[src/rtl/pst_pkg.sv]
package pst_pkg;

  typedef enum logic [2:0] {
    ST_IDLE   = 3'd0,
    ST_ACTIVE = 3'd1,
    ST_PPD    = 3'd2,
    ST_APD    = 3'd3,
    ST_SREF   = 3'd4
  } pwr_state_e;

  typedef enum logic [2:0] {
    EC_NONE     = 3'd0,
    EC_ILLEGAL  = 3'd1,
    EC_EARLY_RD = 3'd2,
    EC_MODE_REG = 3'd3,
    EC_CKE_DROP = 3'd4
  } err_code_e;

  typedef struct packed {
    logic idle_cmd;
    logic is_read;
    logic is_write;
    logic is_ref;
    logic is_lmr;
  } cmd_dec_t;

endpackage

[src/rtl/pst_cmd_decode.sv]
module pst_cmd_decode
  import pst_pkg::*;
(
  input  logic     cs_n,
  input  logic     ras_n,
  input  logic     cas_n,
  input  logic     we_n,
  output cmd_dec_t dec
);

  logic [2:0] rcw;
  assign rcw = {ras_n, cas_n, we_n};

  always_comb begin
    dec.idle_cmd = cs_n | (rcw == 3'b111);
    dec.is_read  = !cs_n && (rcw == 3'b101);
    dec.is_write = !cs_n && (rcw == 3'b100);
    dec.is_ref   = !cs_n && (rcw == 3'b001);
    dec.is_lmr   = !cs_n && (rcw == 3'b000);
  end

endmodule

[src/rtl/pst_window.sv]
module pst_window #(
  parameter int LEN = 4
) (
  input  logic clk,
  input  logic rst,
  input  logic start,
  output logic busy
);

  generate
    if (LEN > 1) begin : g_cnt
      localparam int W = $clog2(LEN);
      logic [W-1:0] cnt;

      always_ff @(posedge clk) begin
        if (rst) begin
          cnt <= '0;
        end else if (start) begin
          cnt <= W'(LEN - 1);
        end else if (cnt != '0) begin
          cnt <= cnt - 1'b1;
        end
      end

      assign busy = (cnt != '0);

      AST_WINDOW_COUNTS_DOWN: assert property (@(posedge clk) disable iff (rst)
        (busy && !start) |=> (cnt == $past(cnt) - 1'b1));
    end else begin : g_none
      logic unused_win;
      assign unused_win = clk ^ rst ^ start;
      assign busy = 1'b0;
    end
  endgenerate

endmodule

[src/rtl/pst_tracker.sv]
module pst_tracker
  import pst_pkg::*;
#(
  parameter int DLL_CYC = 200,
  parameter int XS_CYC  = 10,
  parameter int MRD_CYC = 2,
  parameter int RD_HOLD = 3,
  parameter int WR_HOLD = 4
) (
  input  logic       clk,
  input  logic       rst,
  input  logic       cke,
  input  logic       cs_n,
  input  logic       ras_n,
  input  logic       cas_n,
  input  logic       we_n,
  input  logic       bank_open,
  output logic [2:0] state_o,
  output logic       evt_o,
  output logic       err_o,
  output logic [2:0] err_code_o
);

  cmd_dec_t   dec;
  pwr_state_e state_q, nxt_state;
  err_code_e  code_q, nxt_err;
  logic       cke_prev_q, evt_q, err_q;
  logic       dll_busy, xs_busy, mrd_busy, rd_busy, wr_busy;
  logic       sx_go, mrd_go, rd_go, wr_go;
  logic       full_pwr;

  pst_cmd_decode u_dec (
    .cs_n (cs_n), .ras_n(ras_n), .cas_n(cas_n), .we_n(we_n), .dec(dec)
  );

  pst_window #(.LEN(DLL_CYC)) u_dll (.clk(clk), .rst(rst), .start(sx_go),  .busy(dll_busy));
  pst_window #(.LEN(XS_CYC))  u_xs  (.clk(clk), .rst(rst), .start(sx_go),  .busy(xs_busy));
  pst_window #(.LEN(MRD_CYC)) u_mrd (.clk(clk), .rst(rst), .start(mrd_go), .busy(mrd_busy));
  pst_window #(.LEN(RD_HOLD)) u_rd  (.clk(clk), .rst(rst), .start(rd_go),  .busy(rd_busy));
  pst_window #(.LEN(WR_HOLD)) u_wr  (.clk(clk), .rst(rst), .start(wr_go),  .busy(wr_busy));

  assign full_pwr = (state_q == ST_IDLE) || (state_q == ST_ACTIVE);

  always_comb begin
    nxt_state = state_q;
    nxt_err   = EC_NONE;
    sx_go     = 1'b0;
    mrd_go    = 1'b0;
    rd_go     = 1'b0;
    wr_go     = 1'b0;
    if (full_pwr) begin
      case ({cke_prev_q, cke})
        2'b11: begin
          nxt_state = bank_open ? ST_ACTIVE : ST_IDLE;
          if (dec.is_read && dll_busy)            nxt_err = EC_EARLY_RD;
          else if (!dec.idle_cmd && xs_busy)      nxt_err = EC_ILLEGAL;
          else if (dec.is_lmr && bank_open)       nxt_err = EC_MODE_REG;
          else if (!dec.idle_cmd && mrd_busy)     nxt_err = EC_MODE_REG;
          else begin
            rd_go  = dec.is_read;
            wr_go  = dec.is_write;
            mrd_go = dec.is_lmr;
          end
        end
        2'b10: begin
          if (rd_busy || wr_busy)                 nxt_err   = EC_CKE_DROP;
          else if (dec.idle_cmd)                  nxt_state = bank_open ? ST_APD : ST_PPD;
          else if (dec.is_ref && !bank_open)      nxt_state = ST_SREF;
          else                                    nxt_err   = EC_ILLEGAL;
        end
        default:                                  nxt_err   = EC_ILLEGAL;
      endcase
    end else begin
      case ({cke_prev_q, cke})
        2'b00: nxt_state = state_q;
        2'b01: begin
          if (dec.idle_cmd) begin
            nxt_state = (state_q == ST_APD) ? ST_ACTIVE : ST_IDLE;
            sx_go     = (state_q == ST_SREF);
          end else begin
            nxt_err = EC_ILLEGAL;
          end
        end
        default: nxt_err = EC_ILLEGAL;
      endcase
    end
  end

  always_ff @(posedge clk) begin
    if (rst) begin
      state_q    <= ST_IDLE;
      code_q     <= EC_NONE;
      cke_prev_q <= 1'b1;
      evt_q      <= 1'b0;
      err_q      <= 1'b0;
    end else begin
      state_q    <= nxt_state;
      code_q     <= nxt_err;
      cke_prev_q <= cke;
      evt_q      <= (nxt_state != state_q);
      err_q      <= (nxt_err != EC_NONE);
    end
  end

  assign state_o    = state_q;
  assign evt_o      = evt_q;
  assign err_o      = err_q;
  assign err_code_o = code_q;

  AST_PD_ENTRY: assert property (@(posedge clk) disable iff (rst)
    (full_pwr && cke_prev_q && !cke && dec.idle_cmd && !rd_busy && !wr_busy)
    |=> (state_q == ($past(bank_open) ? ST_APD : ST_PPD)));

  AST_LOWPWR_HOLD: assert property (@(posedge clk) disable iff (rst)
    (!full_pwr && !cke_prev_q && !cke) |=> ($stable(state_q) && !err_q));

  AST_APD_EXIT: assert property (@(posedge clk) disable iff (rst)
    (state_q == ST_APD && !cke_prev_q && cke && dec.idle_cmd) |=> (state_q == ST_ACTIVE));

  AST_EARLY_READ: assert property (@(posedge clk) disable iff (rst)
    (full_pwr && cke_prev_q && cke && dec.is_read && dll_busy)
    |=> (err_q && code_q == EC_EARLY_RD));

  AST_CKE_DROP: assert property (@(posedge clk) disable iff (rst)
    (full_pwr && cke_prev_q && !cke && (rd_busy || wr_busy))
    |=> (code_q == EC_CKE_DROP && $stable(state_q)));

  AST_ERR_HAS_CODE: assert property (@(posedge clk) disable iff (rst)
    err_q |-> (code_q != EC_NONE));

endmodule

[config.mk]
export PLATFORM = sky130hd
export DESIGN_NAME = pst_tracker
export DESIGN_NICKNAME = d
export VERILOG_FILES = /design/src/rtl/pst_pkg.sv /design/src/rtl/pst_cmd_decode.sv /design/src/rtl/pst_window.sv /design/src/rtl/pst_tracker.sv
export SDC_FILE = /design/constraint.sdc
export NUM_CORES = 1
export LEC_CHECK = 0
export ABC_CLOCK_PERIOD_IN_PS = 6000
export BUFFER_PORTS_ARGS = -buffer_cell sky130_fd_sc_hd__buf_4
export CAP_MARGIN = 0
export CORE_MARGIN = 5
export CORE_UTILIZATION = 40
export DETAILED_ROUTE_END_ITERATION = 8
export PLACE_DENSITY_LB_ADDON = 0.1
export SLEW_MARGIN = 20
export SYNTH_ARGS = -nofsm -noshare
export SYNTH_HDL_FRONTEND = slang
export SYNTH_HIERARCHICAL = 1
export SYNTH_SLANG_ARGS = --single-unit
[constraint.sdc]
create_clock -name clk -period 6 [get_ports clk]
set_clock_uncertainty 0.1 [all_clocks]
set_input_delay 0.9 -clock clk [delete_from_list [all_inputs] [get_ports clk]]
set_output_delay 0.9 -clock clk [all_outputs]
set_load 0.03 [all_outputs]
== After elaboration in Yosys (flattened, before gate mapping) ==
Index checks and enable logic that the tools add are counted.
Word-level totals
  bits in registers: 26
  bits of input ports: 8
  output and inout bits: 8
  logic and storage cells: 110
Operators by class
  add/subtract/negate cells: 5
  eq/ne operators: 11
  mux-type cells: 52
  bitwise operators: 1
  reductions and logical operators: 28
Operators by type and width (count)
  1-bit two-way mux: 29
  3-bit two-way mux: 8
  2-bit two-way mux: 8
  8-bit two-way mux: 2
  3-bit == test, second input constant: 4
  3-bit case mux with 2 select lines: 2
  2-bit nonzero test: 6
  1-bit logical AND: 9
  4-bit two-way mux: 2
  8-bit nonzero test: 1
  8-bit by 1-bit subtractor with 8-bit output, second input constant: 1
  3-bit by 1-bit == test with 1-bit output, second input constant: 2
  3-bit zero test: 2
  2-bit == test, second input constant: 2
  4-bit nonzero test: 1
  2-bit OR reduction: 2
  2-bit by 1-bit subtractor with 2-bit output, second input constant: 2
  4-bit by 1-bit subtractor with 4-bit output, second input constant: 1
  3-bit by 2-bit == test with 1-bit output, second input constant: 1
  1-bit zero test: 3
  3-bit != test: 1
  3-bit nonzero test: 1
  2-bit by 1-bit == test with 1-bit output, second input constant: 1
  2-bit zero test: 1
  4 further kinds: 5

== Depth between registers and ports, before layout ==
  word-level depth: 11
  gate-level depth with buffers: 11
  mapped depth without buffers: 10

== Cells and area by module ==
The synthesis kept the hierarchy.
By module, submodules not included
  pst_tracker: instances 1, cells each 76, area each 565.5 um^2, sequential area each 180.2 um^2
  pst_window (u_dll): instances 1, cells each 48, area each 436.7 um^2, sequential area each 160.2 um^2
  pst_window (u_xs): instances 1, cells each 22, area each 203.9 um^2, sequential area each 80.1 um^2
  pst_window (u_wr): instances 1, cells each 11, area each 100.1 um^2, sequential area each 40.0 um^2
  pst_window (u_rd): instances 1, cells each 6, area each 70.1 um^2, sequential area each 40.0 um^2
  pst_cmd_decode: instances 1, cells each 5, area each 45.0 um^2, sequential area each 0.0 um^2
  pst_window (u_mrd): instances 1, cells each 2, area each 33.8 um^2, sequential area each 20.0 um^2

== Worst setup path after synthesis ==
Ideal clock, no wire load.
  path kind: input to register
  start: in cas_n
  end: reg u_dll.g_cnt.cnt[7]
  setup time: 0.114 ns
  data arrival time: 2.612 ns
  data required time: 5.786 ns
  path slack: 3.174 ns
  stages on the path: 8
  buffers on the path: 2
  cells stage by stage: a31o_2 -> clkbuf_1 -> nand4b_1 -> nor3_1 -> buf_1 -> nor2_1 -> a21boi_0 -> a2111oi_0
Between the ends
  longest elaborated chain between the ends: 6
  elaborated cells on any way between the ends: 7
  classes of those cells: eq/ne (1); mux (4); bitwise (1); reduce/logical (1)
RTL lines
  start, declared: RTL line pst_tracker.sv:15  | input logic cas_n,
  3-bit == test *: RTL line pst_cmd_decode.sv:15  | dec.idle_cmd = cs_n | (rcw == 3'b111);
  1-bit OR *: RTL line pst_cmd_decode.sv:15
  1-bit two-way mux *: RTL line pst_tracker.sv:77  | if (dec.idle_cmd) begin
  1-bit two-way mux *: RTL line pst_tracker.sv:74  | case ({cke_prev_q, cke})
  1-bit two-way mux *: RTL line pst_tracker.sv:51  | if (full_pwr) begin
  net sx_go: RTL line pst_tracker.sv:29  | logic sx_go, mrd_go, rd_go, wr_go;
  8-bit two-way mux or 2-bit nonzero test (tied branches)
  end signal, assigned: RTL line pst_window.sv:19  | cnt <= W'(LEN - 1);
  end signal, assigned: RTL line pst_window.sv:21  | cnt <= cnt - 1'b1;
  end, declared: RTL line pst_window.sv:13  | logic [W-1:0] cnt;
Mark *: on every way through the listed nets, which the timed path passes. The rest lies on a longest branch.
A chain may end at the register's enable or synchronous reset.

== Final worst setup path ==
  start: reg u_dll.g_cnt.cnt[0]
  end: reg u_wr.g_cnt.cnt[1]
Between the ends
  longest elaborated chain between the ends: 6
  elaborated cells on any way between the ends: 7
  classes of those cells: mux (4); reduce/logical (3)
RTL lines
  8-bit nonzero test *: RTL line pst_window.sv:25  | assign busy = (cnt != '0);
  net dll_busy: RTL line pst_tracker.sv:28  | logic dll_busy, xs_busy, mrd_busy, rd_busy, wr_busy;
  1-bit logical AND *: RTL line pst_tracker.sv:55  | if (dec.is_read && dll_busy) nxt_err = EC_EARLY_RD;
  1-bit two-way mux *: RTL line pst_tracker.sv:55
  1-bit two-way mux *: RTL line pst_tracker.sv:52  | case ({cke_prev_q, cke})
  1-bit two-way mux *: RTL line pst_tracker.sv:51
  net wr_go: RTL line pst_tracker.sv:29
  2-bit two-way mux or 2-bit nonzero test (tied branches)
  end signal, assigned: RTL line pst_window.sv:19
  end signal, assigned: RTL line pst_window.sv:21
  end, declared: RTL line pst_window.sv:13
Marks and branches as above.

==> key figures <==
Clock tree
  – Worst-skew pair later-pin latency: 0.31 ns
  – CTS tree: done
  – Post-CTS Setup Bufs: 0
  – H-tree depth: 1
  – Hold-fix buffers at CTS: 0
  – CTS sink count: 26
  – Clock root cell: clkbuf_4
  – Max Root-Sink Buffers: 2
  – CTS Buf Count: 3
  – Post-cts resize count: 0
  – Clock-pin slew on the worst setup and hold paths: 0.13 ns

Yosys
  – Mapped Area: 1460 µm²
  – Synth top area share: 0.358
  – Post-synth EDFFs: 0
  – Yosys synthesis warning count: 6
  – Mapped Cells: 170
  – Async set-reset flop share out of synthesis: 0
  – Syn avg cell area: 8.56 µm²
  – #FFs+latches synth: 26
  – Syn Nets: 183
  – Seq/Total Area, Yosys: 0.358
  – Top cell type by total area after synthesis: dfxtp_1
  – Synth top area cells: dfxtp_1 36%, nor2_1 4.4%, ha_1 4.3%
  – Post-synth cell types: 56
  – Most used flip-flop cell after synthesis: dfxtp_1

Power and ir drop
  – Pint: 417 µW
  – Tot Pwr: 718 µW
  – Leakage: 0.620 nW
  – Clock power frac: 0.098
  – Psw: 301 µW
  – Sw Share: 0.419
  – Sequential Power Share: 0.377
  – Worst VDD drop: 0.179 mV
  – Combinational power share: 0.525
  – Cell Pwr Density: 442 nW/µm²

Route
  – Met3 wire length: 114 µm
  – M1 WL: 1.40 mm
  – 1st-pass router iterations: 4
  – # DRC: 0
  – WL final: 2.98 mm
  – WL met2: 1.44 mm
  – Via/cell ratio: 5.48
  – Wire per inst: 13.0 µm
  – Via count: 1,254
  – Top sig layer: met4
  – Antenna-violating nets left: 0
  – Iter 0 DRT Violations: 77

STA
  – TNS Setup: 0 ns
  – Worst hold slack: 0.377 ns
  – RSZ-0062 raised after global routing: false
  – Final Hold Viols: 0
  – Final setup viols: 0
  – Worst Tran Pin Value: 0.524 ns
  – Fmax: 0.411 GHz
  – Crit path time final: 2.43 ns
  – Slew Viols, Final: 0
  – Rel. slew slack: 0.646
  – Final worst-path cycle share: 0.405

Critical path
  – Worst path slowest cell: or3b_2
  – CP startpoint kind: flip-flop
  – Worst setup path class: reg -> reg
  – Maximum fanout along the worst path: 6
  – Arrival @ worst endpoint: 2.60 ns
  – Worst EP required: 6.16 ns
  – Slowest stage delay, CP: 0.53 ns
  – Critical Path, Cell by Cell: inv_1, ha_1, or3b_2, nor2_4, inv_1, nand2_1, or3b_2, nor2_1, o21ba_2
  – CP endpoint kind: flip-flop

Global routing
  – GRT Residual Overflow: 0
  – Largest net degree at the start of global routing: 27
  – Vias in the first global route: 1,177
  – GRT Util Overall: 0.125
  – Initial antenna violation count: 0
  – Global-route wire length before repair: 5.16 mm

Final layout
  – ANT cells: 0
  – Net count, final: 196
  – Most frequent cells in the layout: 26 x dfxtp_1, 17 x nor2_1, 16 x buf_4
  – Most common cell after layout, fill and taps aside: dfxtp_1
  – Share of cells above drive strength 1: 0.199
  – Area Growth Syn to Fin: 11.6%
  – Core Util, Final: 0.454

Job
  – Max-Cap Viols: 0

Hold path
  – HP Class: reg -> reg

Place
  – Final GP Congestion: 0.756
  – Post-DP HPWL: 2.28 mm
  – Port-buffer cells: 15

Status
  – Status: finished clean

Floorplan
  – Initial core utilization: 0.407
  – Row count: 22
  – Die area: 4940 µm²
  – Core footprint: 3580 µm²
  – Top Ports: 16
  – Chip Width: 70.3 µm
  – Chip Height: 70.3 µm
-- synthesized netlist by cell type, types with 4 or more instances --
cell     number
nor4_1        8
nand2_1       7
nor3_1        4
a31oi_1       4
dfxtp_1      26
ha_1          5
inv_1        14
a21oi_1       9
o21ai_0       6
nor2_1       17
nor4b_1       4
-- metal layers --
layer  global-route usage  up-vias
met5                    0        -
met4               0.0362        0
met3               0.0201        2
met2                0.216       25
met1                0.157      584
li1                     -      643
-- worst max-delay path, delay by kind of cell (launching register included) --
family	cells	cell delay, ns
compound gates	1	0.15
fa+ha+maj	1	0.14
buf+inv	2	0.21
flops	1	0.36
simple gates	5	1.42
-- sequential cells by signal (all words and copies together), names as in the netlist --
name	flops
state_o	3
err_code_o	3
u_wr/g_cnt.cnt	2
u_xs/g_cnt.cnt	4
cke_prev_q	1
u_dll/g_cnt.cnt	8
u_rd/g_cnt.cnt	2
err_o	1
evt_o	1
u_mrd/busy	1
-- through the flow --
stage          instances  area [µm²]  worst slack (ns)
2_1_floorplan        170        1460              3.17
3_3_place_gp         226        1600              3.43
3_5_place_dp         226        1600              3.41
4_1_cts              229        1620              3.55
5_1_grt              229        1620              3.39
6_report             229        1620              3.57
-- area by class of cell --
class                      instances  area, µm²
tap                               48       60.1
multi-input combinational        121        845
timing repair buffer              16        120
inverter                          15       56.3
fill                             354       1950
sequential                        26        520
clock buffer                       3       22.5
-- cells by family (layout without fill, tap and decap cells) --
family / after synthesis / after routing / synth area share
and+or+nand+nor: 73 / 73 / 0.319
xor gates and xnor gates: 4 / 4 / 0.0241
DFF: 26 / 26 / 0.358
muxes: 2 / 2 / 0.0138
adders and majority gates: 5 / 5 / 0.0430
buffers and inverters: 23 / 34 / 0.0619
AOI/OAI and AO/OA: 37 / 37 / 0.181
-- power by group through the flow --
stage,logic (mW),registers (mW),clock network (mW)
final,0.377,0.270,0.0705
after global routing,0.420,0.279,0.0811
after CTS,0.381,0.270,0.0740
after detailed placement,0.379,0.274,0
after global placement,0.369,0.272,0
after floorplan,0.298,0.279,0
-- worst paths after layout --
kind	startpoint	endpoint	slack [ns]	depth (start not counted)
worst max-delay path	u_dll/g_cnt.cnt[0]$_SDFFE_PP0P_	u_wr/g_cnt.cnt[1]$_SDFFE_PP0P_	3.57	9
worst min-delay path	u_rd/g_cnt.cnt[0]$_SDFFE_PP0P_	u_rd/g_cnt.cnt[0]$_SDFFE_PP0P_	0.38	1
worst max register to register	u_dll/g_cnt.cnt[0]$_SDFFE_PP0P_	u_wr/g_cnt.cnt[1]$_SDFFE_PP0P_	3.57	9
worst min register to register	u_rd/g_cnt.cnt[0]$_SDFFE_PP0P_	u_rd/g_cnt.cnt[0]$_SDFFE_PP0P_	0.38	1
Power figures use the tool's default switching activity.
